**config.mk**
```make
export PLATFORM = sky130hd
export DESIGN_NAME = i2crd_tracker
export DESIGN_NICKNAME = d
export VERILOG_FILES = /design/src/rtl/i2crd_pkg.sv /design/src/rtl/i2crd_addr_cfg.sv /design/src/rtl/i2crd_addr_cmp.sv /design/src/rtl/i2crd_phase_fsm.sv /design/src/rtl/i2crd_flag_regs.sv /design/src/rtl/i2crd_tracker.sv
export SDC_FILE = /design/constraint.sdc
export NUM_CORES = 1
export LEC_CHECK = 0
export BUFFER_PORTS_ARGS = -buffer_cell sky130_fd_sc_hd__clkbuf_2
export CAP_MARGIN = 20
export CORE_ASPECT_RATIO = 1.5
export CORE_MARGIN = 4
export CORE_UTILIZATION = 40
export CTS_BUF_LIST = sky130_fd_sc_hd__clkbuf_4 sky130_fd_sc_hd__clkbuf_8
export DETAILED_ROUTE_END_ITERATION = 16
export GPL_ROUTABILITY_DRIVEN = 1
export PLACE_DENSITY_LB_ADDON = 0.2
export SYNTH_ARGS = -nofsm -noshare
export SYNTH_HDL_FRONTEND = slang
export SYNTH_HIERARCHICAL = 1
export SYNTH_SLANG_ARGS = --single-unit
```
**constraint.sdc**
```tcl
create_clock -name clk -period 2 [get_ports clk]
set_input_delay 0.4 -clock clk [delete_from_list [all_inputs] [get_ports clk]]
set_output_delay 0.4 -clock clk [all_outputs]
set_load 0.02 [all_outputs]
```
**src/rtl/i2crd_pkg.sv**
```systemverilog
package i2crd_pkg;

   // Position in the current transfer
   typedef enum logic [2:0] {
      PH_IDLE = 3'd0,   // no transfer open
      PH_ADDR = 3'd1,   // waiting for first byte after start
      PH_ACK  = 3'd2,   // master: waiting for acknowledge of first byte
      PH_DATA = 3'd3,   // transfer running, nothing left to decode
      PH_SKIP = 3'd4    // slave not addressed: ignore until next start
   } phase_t;

endpackage

```
**src/rtl/i2crd_addr_cfg.sv**
```systemverilog
module i2crd_addr_cfg #(
   parameter int ADDR_W  = 7,
   parameter bit FREE_EN = 1'b1
) (
   input  logic              clk,
   input  logic              rst_n,
   input  logic              cfg_we,
   input  logic [ADDR_W:0]   cfg_wdata,
   output logic [ADDR_W-1:0] own_addr,
   output logic              free_mode
);

   always_ff @(posedge clk or negedge rst_n) begin
      if (!rst_n)
         own_addr <= '0;
      else if (cfg_we)
         own_addr <= cfg_wdata[ADDR_W:1];
   end

   generate
      if (FREE_EN) begin : g_free
         logic free_q;
         always_ff @(posedge clk or negedge rst_n) begin
            if (!rst_n)
               free_q <= 1'b0;
            else if (cfg_we)
               free_q <= cfg_wdata[0];
         end
         assign free_mode = free_q;
      end else begin : g_addr_only
         assign free_mode = 1'b0;
      end
   endgenerate

endmodule

```
**src/rtl/i2crd_addr_cmp.sv**
```systemverilog
module i2crd_addr_cmp #(
   parameter int ADDR_W = 7
) (
   input  logic [ADDR_W:0]   byte_data,
   input  logic [ADDR_W-1:0] own_addr,
   output logic              match,
   output logic              dir_bit
);

   assign match   = (byte_data[ADDR_W:1] == own_addr);
   assign dir_bit = byte_data[0];

endmodule

```
**src/rtl/i2crd_phase_fsm.sv**
```systemverilog
module i2crd_phase_fsm
   import i2crd_pkg::*;
(
   input  logic clk,
   input  logic rst_n,
   input  logic bus_start,
   input  logic bus_clear,
   input  logic byte_valid,
   input  logic byte_dir,
   input  logic addr_match,
   input  logic ack_valid,
   input  logic ack_ok,
   input  logic is_master,
   input  logic free_mode,
   output logic hw_dir_we,
   output logic hw_dir_val,
   output logic hit_set
);

   phase_t phase_q, phase_d;
   logic   sent_dir_q;
   logic   first_byte;
   logic   quiet;

   assign quiet      = !bus_clear && !bus_start;
   assign first_byte = quiet && (phase_q == PH_ADDR) && byte_valid;

   always_comb begin
      phase_d = phase_q;
      if (bus_clear)
         phase_d = PH_IDLE;
      else if (bus_start)
         phase_d = PH_ADDR;
      else begin
         unique case (phase_q)
            PH_ADDR: if (byte_valid) begin
               if (free_mode)       phase_d = PH_DATA;
               else if (is_master)  phase_d = PH_ACK;
               else if (addr_match) phase_d = PH_DATA;
               else                 phase_d = PH_SKIP;
            end
            PH_ACK:  if (ack_valid) phase_d = PH_DATA;
            PH_IDLE, PH_DATA, PH_SKIP: phase_d = phase_q;
            default: phase_d = PH_IDLE;
         endcase
      end
   end

   always_ff @(posedge clk or negedge rst_n) begin
      if (!rst_n) begin
         phase_q    <= PH_IDLE;
         sent_dir_q <= 1'b0;
      end else begin
         phase_q <= phase_d;
         if (first_byte && is_master)
            sent_dir_q <= byte_dir;
      end
   end

   logic slave_hit;
   logic master_acked;

   assign slave_hit    = first_byte && !free_mode && !is_master && addr_match;
   assign master_acked = quiet && (phase_q == PH_ACK) && ack_valid && ack_ok
                         && !free_mode;

   assign hit_set    = slave_hit;
   assign hw_dir_we  = slave_hit || master_acked;
   assign hw_dir_val = slave_hit ? byte_dir : !sent_dir_q;

endmodule

```
**src/rtl/i2crd_flag_regs.sv**
```systemverilog
module i2crd_flag_regs (
   input  logic clk,
   input  logic rst_n,
   input  logic bus_clear,
   input  logic bus_start,
   input  logic ctrl_we,
   input  logic ctrl_master,
   input  logic ctrl_xmit,
   input  logic hw_dir_we,
   input  logic hw_dir_val,
   input  logic hit_set,
   output logic is_master,
   output logic is_xmit,
   output logic addr_hit
);

   // Priority per flag: bus clear, then hardware update, then software.
   always_ff @(posedge clk or negedge rst_n) begin
      if (!rst_n) begin
         is_master <= 1'b0;
         is_xmit   <= 1'b0;
         addr_hit  <= 1'b0;
      end else begin
         if (bus_clear)
            is_master <= 1'b0;
         else if (ctrl_we)
            is_master <= ctrl_master;

         if (bus_clear)
            is_xmit <= 1'b0;
         else if (hw_dir_we)
            is_xmit <= hw_dir_val;
         else if (ctrl_we)
            is_xmit <= ctrl_xmit;

         if (bus_clear || bus_start)
            addr_hit <= 1'b0;
         else if (hit_set)
            addr_hit <= 1'b1;
      end
   end

endmodule

```
**src/rtl/i2crd_tracker.sv**
```systemverilog
module i2crd_tracker #(
   parameter int ADDR_W  = 7,
   parameter bit FREE_EN = 1'b1
) (
   input  logic            clk,
   input  logic            rst_n,
   input  logic            cfg_we,
   input  logic [ADDR_W:0] cfg_wdata,
   input  logic            ctrl_we,
   input  logic            ctrl_master,
   input  logic            ctrl_xmit,
   input  logic            bus_start,
   input  logic            bus_stop,
   input  logic            bus_arb_lost,
   input  logic            byte_valid,
   input  logic [ADDR_W:0] byte_data,
   input  logic            ack_valid,
   input  logic            ack_ok,
   output logic            is_master,
   output logic            is_xmit,
   output logic            addr_hit
);

   localparam int BYTE_W = ADDR_W + 1;

   generate
      if (ADDR_W < 1 || ADDR_W > 15) begin : g_bad_width
         $error("i2crd_tracker: ADDR_W must lie in 1..15");
      end
      if (BYTE_W != $bits(byte_data)) begin : g_bad_byte
         $error("i2crd_tracker: byte width mismatch");
      end
   endgenerate

   logic [ADDR_W-1:0] own_addr;
   logic              free_mode;
   logic              addr_match;
   logic              dir_bit;
   logic              bus_clear;
   logic              hw_dir_we;
   logic              hw_dir_val;
   logic              hit_set;

   assign bus_clear = bus_stop || bus_arb_lost;

   i2crd_addr_cfg #(.ADDR_W(ADDR_W), .FREE_EN(FREE_EN)) cfg_i (
      .clk       (clk),
      .rst_n     (rst_n),
      .cfg_we    (cfg_we),
      .cfg_wdata (cfg_wdata),
      .own_addr  (own_addr),
      .free_mode (free_mode)
   );

   i2crd_addr_cmp #(.ADDR_W(ADDR_W)) cmp_i (
      .byte_data (byte_data),
      .own_addr  (own_addr),
      .match     (addr_match),
      .dir_bit   (dir_bit)
   );

   i2crd_phase_fsm fsm_i (
      .clk        (clk),
      .rst_n      (rst_n),
      .bus_start  (bus_start),
      .bus_clear  (bus_clear),
      .byte_valid (byte_valid),
      .byte_dir   (dir_bit),
      .addr_match (addr_match),
      .ack_valid  (ack_valid),
      .ack_ok     (ack_ok),
      .is_master  (is_master),
      .free_mode  (free_mode),
      .hw_dir_we  (hw_dir_we),
      .hw_dir_val (hw_dir_val),
      .hit_set    (hit_set)
   );

   i2crd_flag_regs flags_i (
      .clk         (clk),
      .rst_n       (rst_n),
      .bus_clear   (bus_clear),
      .bus_start   (bus_start),
      .ctrl_we     (ctrl_we),
      .ctrl_master (ctrl_master),
      .ctrl_xmit   (ctrl_xmit),
      .hw_dir_we   (hw_dir_we),
      .hw_dir_val  (hw_dir_val),
      .hit_set     (hit_set),
      .is_master   (is_master),
      .is_xmit     (is_xmit),
      .addr_hit    (addr_hit)
   );

endmodule

```
### Word-level counts from Yosys, hierarchy flattened

Index checks and enable logic that the tools add are counted.

* reductions and logical operators: 25
* muxes and demuxes: 16
* equality and inequality tests: 8

Operators with widths (number)
* $mux W3: 7
* $logic_and A1 B1 Y1: 11
* $pmux W3 S3: 1
* $mux W1: 8
* $ne A4 B3 Y1 const B: 2
* $eq A7 B7 Y1: 1
* $eq A3 B2 Y1 const B: 2
* $logic_not A1 Y1: 5
* $reduce_bool A2 Y1: 2
* $eq A3 B1 Y1 const B: 1
* $eq A3 B3 Y1 const B: 1
* $logic_not A3 Y1: 1
* $logic_or A1 B1 Y1: 3
* $ne A3 B2 Y1 const B: 1
* $reduce_and A3 Y1: 1
* $reduce_bool A3 Y1: 1
* $reduce_or A3 Y1: 1

* flip-flop bits (word level): 15
* output and inout bits: 3
* logic and storage cells: 56

### Longest topological paths before layout

* depth in word-level cells: 11
* mapped depth: 9
* gate-level depth less buffers: 9

### Cells and area by module

The synthesis kept the hierarchy.

Modules (own cells, without submodules)
* i2crd_addr_cfg: cells an instance 17, instances 1, seq. area each 200.2 um^2, area each 331.6 um^2
* i2crd_phase_fsm: cells an instance 32, instances 1, seq. area each 100.1 um^2, area each 300.3 um^2
* i2crd_flag_regs: cells an instance 11, instances 1, seq. area each 75.1 um^2, area each 130.1 um^2
* i2crd_addr_cmp: cells an instance 10, instances 1, seq. area each 0.0 um^2, area each 87.6 um^2
* i2crd_tracker: cells an instance 1, instances 1, seq. area each 0.0 um^2, area each 6.3 um^2

### Worst setup path after synthesis

No wires, ideal clock.

* kind: input to register
* start point: in byte_data[2]
* end point: reg flags_i.is_xmit
* library setup time: 0.087 ns
* arrival time: 1.644 ns
* slack: 0.269 ns
* stages: 7
* required time: 1.913 ns
* buffers on the path: 0
* path through: xor2_1 nor4_2 nor3b_1 nand4_1 a21oi_1 nor2b_1 a211oi_2

* longest elaborated chain between the ends: 5
* elaborated cells between the ends (all ways): 7
* those cells by class: eq/ne: 1; mux: 3; reduce/logical: 3

RTL lines
* start: declaration: line i2crd_tracker.sv:16 `input logic [ADDR_W:0] byte_data,`
* $eq A7 B7 Y1: line i2crd_addr_cmp.sv:10 `assign match = (byte_data[ADDR_W:1] == own_addr);`
* net addr_match: line i2crd_tracker.sv:37 `logic addr_match;`
* $logic_and A1 B1 Y1: line i2crd_phase_fsm.sv:63 `assign slave_hit = first_byte && !free_mode && !is_master && addr_match;`
* $mux W1: line i2crd_phase_fsm.sv:69 `assign hw_dir_val = slave_hit ? byte_dir : !sent_dir_q;`
* net hw_dir_val: line i2crd_tracker.sv:41 `logic hw_dir_val;`
* $mux W1: line i2crd_flag_regs.sv:31 `else if (hw_dir_we)`
* $mux W1: line i2crd_flag_regs.sv:29 `if (bus_clear)`
* end signal: assignment: line i2crd_flag_regs.sv:32 `is_xmit <= hw_dir_val;`
* end signal: assignment: line i2crd_flag_regs.sv:34 `is_xmit <= ctrl_xmit;`
* end: declaration: line i2crd_flag_regs.sv:13 `output logic is_xmit,`

The timed path passes the listed nets, and every way through them passes these cells.
A chain may end at the register's enable or synchronous reset.

### Final worst setup path

* start point: reg cfg_i.own_addr[2]
* end point: reg flags_i.is_xmit

* longest elaborated chain between the ends: 5
* elaborated cells between the ends (all ways): 7
* those cells by class: eq/ne: 1; mux: 3; reduce/logical: 3

RTL lines
* start: declaration: line i2crd_addr_cfg.sv:9 `output logic [ADDR_W-1:0] own_addr,`
* start signal: assignment: line i2crd_addr_cfg.sv:17 `own_addr <= cfg_wdata[ADDR_W:1];`
* $eq A7 B7 Y1: line i2crd_addr_cmp.sv:10
* net addr_match: line i2crd_tracker.sv:37
* $logic_and A1 B1 Y1: line i2crd_phase_fsm.sv:63
* $mux W1: line i2crd_phase_fsm.sv:69
* net hw_dir_val: line i2crd_tracker.sv:41
* $mux W1: line i2crd_flag_regs.sv:31
* $mux W1: line i2crd_flag_regs.sv:29

The timed path passes the listed nets, and every way through them passes these cells.

==> metrics.yaml <==
status: "completed"
synthMuxAreaShare_pct: 20.3
clockBufferDepth: 2
cp_num_buf_inv: 0
port_buffers: 30
die_y_um: 64.7
overflow: 0
max_freq_mhz: 562
grt_usage_pct: 13.5
final_common_cell: "clkbuf_2"
cts_root_buffer: "clkbuf_4"
worstMarginPinSlew_ns: 0.377
drv_slew: 0
hold_class: "input port to async pin"
netlist_area_um2: 856
fin_crit_sh_pct: 89.0
clock-sinks: 15
crit_required_ns: 2.21
drive_gt1_share_pct: 47.6
io_pins: 31
intPower_uw: 464
ys_ff_latch: 15
power_density_nw_per_um2: 589
p_switching_uw: 162
cts_tree: "built"
switching_share_pct: 25.8
die_area_um2: 2960
routedWlPerCell_um: 13.4
antenna_left: 0
synth_fa_ha_area_share_pct: 0
dpl.hpwl_um: 1400
grt_pass1_wl_um: 2900
synth-simple-area-share_pct: 16.8
endpoint_kind: "flip-flop"
ys_seq_area_share_pct: 43.9
ys.flop_type: "dfrtp_1"
drcViolationCount: 0
synth_compound_area_share_pct: 8.77
h-tree-depth: 1
cts-resized-gates: 0
coreArea_um2: 2030
cp_top_family: "simple AND/OR/NAND/NOR gates"
syn_to_final_growth_pct: 24.1
grtUsageMet2_pct: 24.5
synth_nets: 99
grtUsageMet1_pct: 12.7
slowest_stage: "dfrtp_1"
grt_antenna_before_repair: 0
setup_violations: 0
crit_type: "flip-flop to flip-flop"
relSlewSlack_pct: 74.8
crit_top_cell: "nand4_1"
gr-usage-met3_pct: 3.33
synth-edff-count: 0
clk_latency_ns: 0.28
comb_power_share_pct: 18.1
cp_cell_sequence: "xnor2_1, nand4_1, nor4_2, nor3b_2, nand4_1, a21oi_1, nor2b_1, a211oi_2"
power_uw: 625
fp-row-count: 20
synth_async_sr_flop_share_pct: 100
peakVddDrop_mv: 0.348
dr.first_iter.drc_count: 7
cts_buffers: 3
syn_area_per_cell_um2: 12.1
wl_um: 1700
synth_cells: 71
pwr-share-clk_pct: 27.4
viasPerCell: 5.15
die_x_um: 45.8
grt_max_degree: 16
finalHoldViolations: 0
ys_types: 30
synth_xor_area_share_pct: 7.16
synth_top_family_by_area: "multiplexers"
path_clk_slew_ns: 0.09
n_antenna_cell: 0
globalplace.congestion: 0.826
power.leakage_uw: 0.000536
initial_core_util_pct: 42.2
slowest_delay_ns: 0.41
maxCapViolCount: 0
rsz0062_at_grt: "false"
grt_pass1_vias: 726
top_usage_layer: "met2"
most-common-layout-cells: "clkbuf_2, dfrtp_1, mux2_4"
p_seq_share_pct: 54.5
fin_nets: 134
drtPass1Iterations: 3
cp.arrival_ns: 1.98
synth_warnings: 6
fin_skew_ns: 0.00110
post_cts_buffers: 0
vias: 654
crit_path_max_fanout: 4
postCtsHoldBufs: 0
min_period_ns: 1.78
final.setup.tns_ns: 0
crit_path_start_kind: "flip-flop"
[final timing paths]
check                             startpoint           endpoint  slack [ns]  cells after the start
setup / recovery           cfg_i/own_addr[2]    flags_i/is_xmit        0.22                      8
hold / removal                         rst_n  flags_i/is_master        0.02                      1
setup reg to reg           cfg_i/own_addr[2]    flags_i/is_xmit        0.22                      8
hold reg to reg             fsm_i/sent_dir_q   fsm_i/sent_dir_q        0.51                      1
max in group asynchronous              rst_n    flags_i/is_xmit        1.71                      1
min in group clk                cfg_wdata[6]  cfg_i/own_addr[5]        0.34                      2
[sequential cells by signal, summed over array words and instances, names as in the netlist]
| register | flops |
|---|---|
| fsm_i/sent_dir_q | 1 |
| cfg_i/free_mode | 1 |
| fsm_i/phase_q | 3 |
| flags_i/is_master | 1 |
| flags_i/is_xmit | 1 |
| cfg_i/own_addr | 7 |
| flags_i/addr_hit | 1 |
[kinds of logic after synthesis]
| kind of cell | count (synthesis) |
|---|---|
| AOI/OAI and AO/OA | 10 |
| and+or+nand+nor | 22 |
| DFF | 15 |
| xor gates and xnor gates | 7 |
| muxes | 13 |
| buffers and inverters | 4 |
[per-stage QoR]
stage | worst slack, ns | instances | utilization [%] | hold slack, ns | instance area (µm²)
2_1_floorplan | 0.269 | 71 | - | 0.104 | 856
3_3_place_gp | 0.132 | 123 | 50.8 | 0.342 | 1030
3_5_place_dp | 0.0843 | 123 | 50.8 | 0.336 | 1030
4_1_cts | 0.145 | 127 | 52.2 | 0.0169 | 1060
5_1_grt | 0.0128 | 127 | 52.4 | 0.0266 | 1060
6_report | 0.220 | 127 | 52.4 | 0.0156 | 1060
[area by class of cell]
class,count,area (µm²)
Sequential cell,15,375
Fill cell,198,965
Inverter,2,7.51
Timing Repair Buffer,32,165
Tap cell,22,27.5
Multi-Input combinational cell,52,459
Clock buffer,3,22.5
Clock inverter,1,5.00
[synth_stat cells (2+ instances only)]
| master | count | share of area [%] |
|---|---|---|
| xnor2_1 | 4 | 4.1 |
| nand4_1 | 3 | 2.2 |
| nor2_1 | 4 | 1.8 |
| nand2_1 | 3 | 1.3 |
| nor2b_1 | 3 | 2.2 |
| xor2_1 | 3 | 3.1 |
| mux2_1 | 3 | 3.9 |
| dfrtp_1 | 15 | 44 |
| nor3b_2 | 2 | 2.9 |
| mux2_4 | 8 | 14 |
| inv_1 | 2 | 0.88 |
| a21oi_1 | 2 | 1.2 |
| mux2i_1 | 2 | 2.3 |
[power by group through the flow]
stage          combinational (µW)  sequential (µW)  clock (µW)
5_1_grt                       126              344         196
3_3_place_gp                  113              345           0
6_report                      113              341         171
3_5_place_dp                  115              346           0
4_1_cts                       116              341         185
2_1_floorplan                70.6              343           0
[layer usage]
metal	routed length, µm	up-vias
met3	138	4
met5	0	-
met4	34	0
li1	-	323
met2	919	24
met1	607	303
Note: power is estimated with default switching activity, not from simulation.
